`src/rtl/flit_tx_pkg.sv`:
```
package flit_tx_pkg;
  localparam int unsigned CRC_W    = 16;
  localparam logic [15:0] CRC_POLY = 16'h1021;
  localparam logic [15:0] CRC_SEED = 16'hFFFF;

  // one serial CRC step, MSB-first
  function automatic logic [15:0] crc_step(input logic [15:0] cur, input logic bit_in);
    logic fb;
    logic [15:0] nxt;
    fb  = cur[15] ^ bit_in;
    nxt = {cur[14:0], 1'b0};
    if (fb) nxt = nxt ^ CRC_POLY;
    return nxt;
  endfunction
endpackage

```
`src/rtl/flit_crc16.sv`:
```
module flit_crc16 #(
  parameter int unsigned DATA_W = 32
) (
  input  logic [DATA_W-1:0] data,
  output logic [15:0]       crc
);
  import flit_tx_pkg::*;

  always_comb begin
    logic [15:0] acc;
    acc = CRC_SEED;
    for (int i = DATA_W - 1; i >= 0; i--) begin
      acc = crc_step(acc, data[i]);
    end
    crc = acc;
  end
endmodule

```
`src/rtl/flit_replay_buf.sv`:
```
module flit_replay_buf #(
  parameter int unsigned WIDTH = 48,
  parameter int unsigned DEPTH = 8,
  localparam int unsigned AW = $clog2(DEPTH)
) (
  input  logic             clk,
  input  logic             wr_en,
  input  logic [AW-1:0]    wr_idx,
  input  logic [WIDTH-1:0] wr_data,
  input  logic [AW-1:0]    rd_idx,
  output logic [WIDTH-1:0] rd_data
);
  logic [WIDTH-1:0] slot_q [DEPTH];

  for (genvar g = 0; g < DEPTH; g++) begin : g_slot
    logic slot_en;
    assign slot_en = wr_en && (wr_idx == AW'(g));
    always_ff @(posedge clk) begin
      if (slot_en) slot_q[g] <= wr_data;
    end
  end

  assign rd_data = slot_q[rd_idx];
endmodule

```
`src/rtl/flit_credit_ctr.sv`:
```
module flit_credit_ctr #(
  parameter int unsigned RX_BUF = 6,
  localparam int unsigned CW = $clog2(RX_BUF + 1)
) (
  input  logic          clk,
  input  logic          rst_n,
  input  logic          inc,
  input  logic          dec,
  output logic [CW-1:0] count,
  output logic          has_credit
);
  logic [CW-1:0] count_q, count_d;

  always_comb begin
    count_d = count_q;
    if (inc && !dec)      count_d = count_q + CW'(1);
    else if (dec && !inc) count_d = count_q - CW'(1);
  end

  always_ff @(posedge clk or negedge rst_n) begin
    if (!rst_n) count_q <= CW'(RX_BUF);
    else        count_q <= count_d;
  end

  assign count      = count_q;
  assign has_credit = (count_q != '0);

  AST_NO_UNDERFLOW: assert property (@(posedge clk) disable iff (!rst_n)
    dec |-> (count_q != '0));
  AST_CREDIT_BOUND: assert property (@(posedge clk) disable iff (!rst_n)
    count_q <= CW'(RX_BUF));
endmodule

```
`src/rtl/flit_tx_link.sv`:
```
module flit_tx_link #(
  parameter int unsigned PAYLOAD_W = 32,
  parameter int unsigned DEPTH     = 8,
  parameter int unsigned RX_BUF    = 6,
  localparam int unsigned AW     = $clog2(DEPTH),
  localparam int unsigned FLIT_W = PAYLOAD_W + 16,
  localparam int unsigned CW     = $clog2(RX_BUF + 1)
) (
  input  logic                 clk,
  input  logic                 rst_n,
  input  logic                 in_valid,
  output logic                 in_ready,
  input  logic [PAYLOAD_W-1:0] in_data,
  output logic                 tx_valid,
  output logic [FLIT_W-1:0]    tx_flit,
  output logic [AW-1:0]        tx_seq,
  input  logic                 ack_valid,
  input  logic [AW-1:0]        ack_seq,
  input  logic                 nak_valid,
  input  logic [AW-1:0]        nak_seq,
  input  logic                 credit_ret
);
  // reset: asserted asynchronously, released on the clock
  logic [1:0] rst_sync_q;
  logic       rst_n_s;
  always_ff @(posedge clk or negedge rst_n) begin
    if (!rst_n) rst_sync_q <= 2'b00;
    else        rst_sync_q <= {rst_sync_q[0], 1'b1};
  end
  assign rst_n_s = rst_sync_q[1];

  // window pointers carry one wrap bit
  logic [AW:0] base_q, base_d, wr_q, wr_d, rd_q, rd_d;
  logic        replay_q, replay_d;
  logic [AW:0] held;
  logic        full, accept, rep_go, has_credit;
  logic [AW-1:0] ack_off, nak_off;
  logic [15:0]   crc_new;
  logic [FLIT_W-1:0] new_flit, rd_flit;
  logic [CW-1:0] credit_cnt;
  logic              txv_d;
  logic [FLIT_W-1:0] txf_d;
  logic [AW-1:0]     txs_d;

  flit_crc16 #(.DATA_W(PAYLOAD_W)) u_crc (.data(in_data), .crc(crc_new));
  assign new_flit = {in_data, crc_new};

  flit_replay_buf #(.WIDTH(FLIT_W), .DEPTH(DEPTH)) u_buf (
    .clk(clk), .wr_en(accept), .wr_idx(wr_q[AW-1:0]), .wr_data(new_flit),
    .rd_idx(rd_q[AW-1:0]), .rd_data(rd_flit));

  flit_credit_ctr #(.RX_BUF(RX_BUF)) u_cred (
    .clk(clk), .rst_n(rst_n_s), .inc(credit_ret), .dec(accept),
    .count(credit_cnt), .has_credit(has_credit));

  assign held     = wr_q - base_q;
  assign full     = (held == (AW+1)'(DEPTH));
  assign in_ready = rst_n_s && !replay_q && !nak_valid && has_credit && !full;
  assign accept   = in_valid && in_ready;
  assign rep_go   = replay_q && (rd_q != wr_q);
  assign ack_off  = ack_seq - base_q[AW-1:0];
  assign nak_off  = nak_seq - base_q[AW-1:0];

  // next-state
  always_comb begin
    wr_d     = wr_q + (AW+1)'(accept);
    base_d   = base_q;
    rd_d     = rd_q;
    replay_d = replay_q;
    if (ack_valid) base_d = base_q + (AW+1)'(ack_off) + (AW+1)'(1);
    if (nak_valid) begin
      rd_d     = base_q + (AW+1)'(nak_off);
      replay_d = 1'b1;
    end else if (rep_go) begin
      rd_d     = rd_q + (AW+1)'(1);
      replay_d = ((rd_q + (AW+1)'(1)) != wr_q);
    end else if (replay_q) begin
      replay_d = 1'b0;
    end else begin
      rd_d = wr_d;
    end
    txv_d = accept || rep_go;
    txf_d = accept ? new_flit : rd_flit;
    txs_d = accept ? wr_q[AW-1:0] : rd_q[AW-1:0];
  end

  // registers
  always_ff @(posedge clk or negedge rst_n_s) begin
    if (!rst_n_s) begin
      base_q   <= '0;
      wr_q     <= '0;
      rd_q     <= '0;
      replay_q <= 1'b0;
      tx_valid <= 1'b0;
    end else begin
      base_q   <= base_d;
      wr_q     <= wr_d;
      rd_q     <= rd_d;
      replay_q <= replay_d;
      tx_valid <= txv_d;
    end
  end

  always_ff @(posedge clk or negedge rst_n_s) begin
    if (!rst_n_s) begin
      tx_flit <= '0;
      tx_seq  <= '0;
    end else if (txv_d) begin
      tx_flit <= txf_d;
      tx_seq  <= txs_d;
    end
  end

  AST_HELD_BOUND: assert property (@(posedge clk) disable iff (!rst_n_s)
    held <= (AW+1)'(DEPTH));
  AST_NAK_REPLAY: assert property (@(posedge clk) disable iff (!rst_n_s)
    (nak_valid && (held != '0)) ##1 !nak_valid |=> (tx_valid && tx_seq == $past(nak_seq, 2)));
  AST_REPLAY_HOLDS_WR: assert property (@(posedge clk) disable iff (!rst_n_s)
    ($past(replay_q) && !$past(nak_valid)) |-> (wr_q == $past(wr_q)));
  AST_REPLAY_NO_CREDIT: assert property (@(posedge clk) disable iff (!rst_n_s)
    ($past(rep_go) && !$past(credit_ret)) |-> (credit_cnt == $past(credit_cnt)));
endmodule

```
`config.mk`:
```
export PLATFORM = sky130hd
export DESIGN_NAME = flit_tx_link
export DESIGN_NICKNAME = d
export VERILOG_FILES = /design/src/rtl/flit_tx_pkg.sv /design/src/rtl/flit_crc16.sv /design/src/rtl/flit_replay_buf.sv /design/src/rtl/flit_credit_ctr.sv /design/src/rtl/flit_tx_link.sv
export SDC_FILE = /design/constraint.sdc
export NUM_CORES = 1
export LEC_CHECK = 0
export ABC_AREA = 1
export CAP_MARGIN = 10
export CORE_AREA = 4 4 181 183
export CTS_CLUSTER_DIAMETER = 150
export CTS_CLUSTER_SIZE = 14
export DETAILED_ROUTE_END_ITERATION = 7
export DIE_AREA = 0 0 185 187
export DONT_BUFFER_PORTS = 1
export PLACE_DENSITY = 0.78
export REMOVE_ABC_BUFFERS = 1
export SLEW_MARGIN = 5
export SYNTH_ARGS = -nofsm -noshare
export SYNTH_HDL_FRONTEND = slang
export SYNTH_SLANG_ARGS = --single-unit
```
`constraint.sdc`:
```
create_clock -name clk -period 3.44 [get_ports clk]
set_input_delay 0.688 -clock clk [delete_from_list [all_inputs] [get_ports clk]]
set_output_delay 0.688 -clock clk [all_outputs]
set_load 0.05 [all_outputs]
```
==> metrics.md <==
| Metric | Value |
|---|---|
| Layout Area Growth over Synthesis | `9.37%` |
| R2R Path End | `u_cred.count[2]` |
| Final Max Slew Viols | `0` |
| Htree depth | `2` |
| Seq/Total Area, Yosys | `68.8%` |
| Number of synthesized flops with an enable pin | `384` |
| Clock sink total | `454` |
| Setup Skew | `0.0177 ns` |
| Power, Total | `18.7 mW` |
| Met3 Usage GRT | `5.58%` |
| Crit. End Element | `flop` |
| R2R setup slack | `0.26 ns` |
| Crit path max fanout | `23` |
| Cells after Synth | `1607` |
| GRT overflow | `0` |
| Hold depth | `0` |
| Met1 Use GR | `40.4%` |
| Root buf cell | `clkbuf_16` |
| I/O pin total | `97` |
| Synth Cell Area | `19300 sq um` |
| # Post-CTS Setup Buffers | `0` |
| Setup CP Type | `flop to flop` |
| Hold EP | `u_buf.slot_q[5][22]` |
| Synth Register Bits | `454` |
| Outcome | `finished clean` |
| Total track usage | `27.8%` |
| GR peak layer | `met2` |
| Remaining antenna violation count | `0` |
| Initial Util | `61.9%` |
| Vias per inst | `6.47` |
| Yosys warns | `0` |
| Crit start category | `flop` |
| Core area | `31200 sq um` |
| Synth async-reset ratio | `15.4%` |
| Critical Path AT | `3.62 ns` |
| HP Start | `in_data[6]` |
| Setup TNS | `0 ns` |
| Min-Delay Path Class | `input port to flop` |
| Die W | `185 um` |
| CTS buffer count | `38` |
| IO buf count | `0` |
| Dpl cell area | `20000 sq um` |
| Power per cell area | `886 nW/um^2` |
| Number of diodes | `0` |
| Fin crit period | `3.18 ns` |
| First-pass GRT wire length | `74900 um` |
| Total wire length | `48000 um` |
| Final hold slack | `0.246 ns` |
| Final hold vios | `0` |
| Row count | `65` |
| Drt drc | `0` |
| Core Util, Final | `67.7%` |
| Cell variety after synth | `42` |
| Worst r2r src | `base_q[1]` |
| Worst vdd ir | `482 uV` |
| PostCTS Resize Cnt | `0` |
| Syn avg cell area | `12.0 sq um` |
| Die area | `34600 sq um` |
| Drt initial violations | `1823` |
| Fill cells | `2167` |
| Largest net degree at the start of global routing | `69` |
| Tcrit/Tclk final | `92.4%` |
| Clock buffer depth | `3` |
| CTS tree | `done` |
| Slew @ Worst Pin | `1.06 ns` |
| Die Ht | `187 um` |
| Finish-stage setup viols | `0` |
| Skew-Pair Late Insertion Delay | `0.53 ns` |
| Required time of the critical path | `3.88 ns` |
| Nets | `1672` |
| Via count | `13.2k` |
| Layout cells sized above 1 | `9.90%` |
| R2R depth | `18` |
| Global Route met2 Usage | `43.7%` |
| Max frequency | `314 MHz` |
| Routed len/inst | `23.5 um` |
| Commonest non-fill, non-tap cell in the layout | `edfxtp_1` |
| Post-synth top flop | `edfxtp_1` |
| Routability Congestion | `0.921` |
| First-pass iteration count of the detailed router | `5` |
| DP HPWL | `28800 um` |
| Leakage | `7.69 nW` |
| Clk pin slew, worst setup/hold paths | `0.07 ns` |
| RSZ-0062 raised after global routing | `yes` |
| Initial antenna violation count | `0` |
| Post-route cell area | `21100 sq um` |
| Slew margin rel. | `29.2%` |
| Most frequent cells in the layout | `384 x edfxtp_1, 350 x nand2_1, 113 x a21oi_1` |
| Vias in the first global route | `13.0k` |
| Max-cap check violation count | `0` |
timing repair:
action | in CTS | in global routing
hold endpoints to repair | 2 | 0
hold buffers | 1 | 0
endpoints found under the setup margin | 0 | 1
state kept, by name (all words and copies together), names as in the netlist:
name,flops
tx_valid,1
u_buf.slot_q,384
replay_q,1
tx_flit,48
tx_seq,3
wr_q,4
base_q,4
rd_q,4
u_cred.count,3
rst_sync_q,2
critical path, stage by stage (launching register included):
cell,delay [ns]
dfrtp_1,0.46
inv_1,0.17
ha_1,0.33
inv_1,0.04
o21bai_1,0.20
a21oi_1,0.11
xor2_1,0.14
nand4_1,0.09
nand2_1,0.07
inv_1,0.04
nand2_1,0.11
buf_4,0.32
ha_1,0.21
inv_1,0.07
fa_1,0.38
nor2_1,0.11
nor2_1,0.04
nand2_1,0.07
xnor2_1,0.12
cells by family (layout without fill, tap and decap cells):
kind of cell	count (synthesis)	after routing	synth area share [%]
XOR/XNOR	39	39	1.81
adder cells (fa/ha/maj)	19	19	1.42
buffers and inverters	166	195	3.37
other	1	1	0.0194
multiplexers	7	7	0.369
AND/OR/NAND/NOR	589	589	13.4
AO/OA/AOI/OAI	332	332	10.9
flip-flops	454	454	68.8
per-layer routing:
layer,vias up,wire length (um)
li1,5822,-
met4,0,1110
met3,95,5060
met2,765,22900
met1,6505,18900
met5,-,0
metrics by stage:
step / instances / worst slack [ns]
after global routing: 2038 / -0.0116
final: 2038 / 0.260
after floorplan: 1525 / -4.18
after detailed placement: 1970 / 0.295
after CTS: 2038 / 0.263
after global placement: 1970 / 0.412
power by group:
part | internal, mW | total, mW | switching (mW) | leakage (nW)
logic | 2.11 | 6.40 | 4.28 | 2.90
clock network | 2.13 | 3.97 | 1.85 | 0.520
registers | 6.73 | 8.36 | 1.63 | 4.27
Yosys cell counts, types with 23 or more instances:
library cell  count  area [sq um]
edfxtp_1        384         11500
nand2_1         351          1320
a21oi_1         113           566
nand3_1         109           546
inv_1            70           263
nor2_1           70           263
dfrtp_1          68          1700
o21ai_0          67           335
clkbuf_1         62           233
o221ai_1         57           499
o211ai_1         28           210
nand2_2          25           156
xor2_1           23           201
cell type report:
class,instances,area [sq um],area share [%]
well taps,402,503,2.38
clock buffers,65,1070,5.08
flip-flops and latches,454,13300,62.9
inverters,84,317,1.50
multi-input cells,987,5450,25.8
clock inverters,2,17.5,0.0829
repair buffers,44,483,2.29
worst max-delay path by stage:
stage	from	to	slack (ns)	depth (start not counted)
finish	base_q[1]	u_cred.count[2]	0.26	18
global route	base_q[1]	u_cred.count[2]	-0.01	18
CTS	base_q[1]	u_cred.count[2]	0.26	18
detailed placement	base_q[1]	u_cred.count[1]	0.30	15
global placement	base_q[1]	u_cred.count[2]	0.41	18
floorplan	rst_sync_q[1]	u_buf.slot_q[6][0]	-4.18	8
Power figures use the tool's default switching activity.
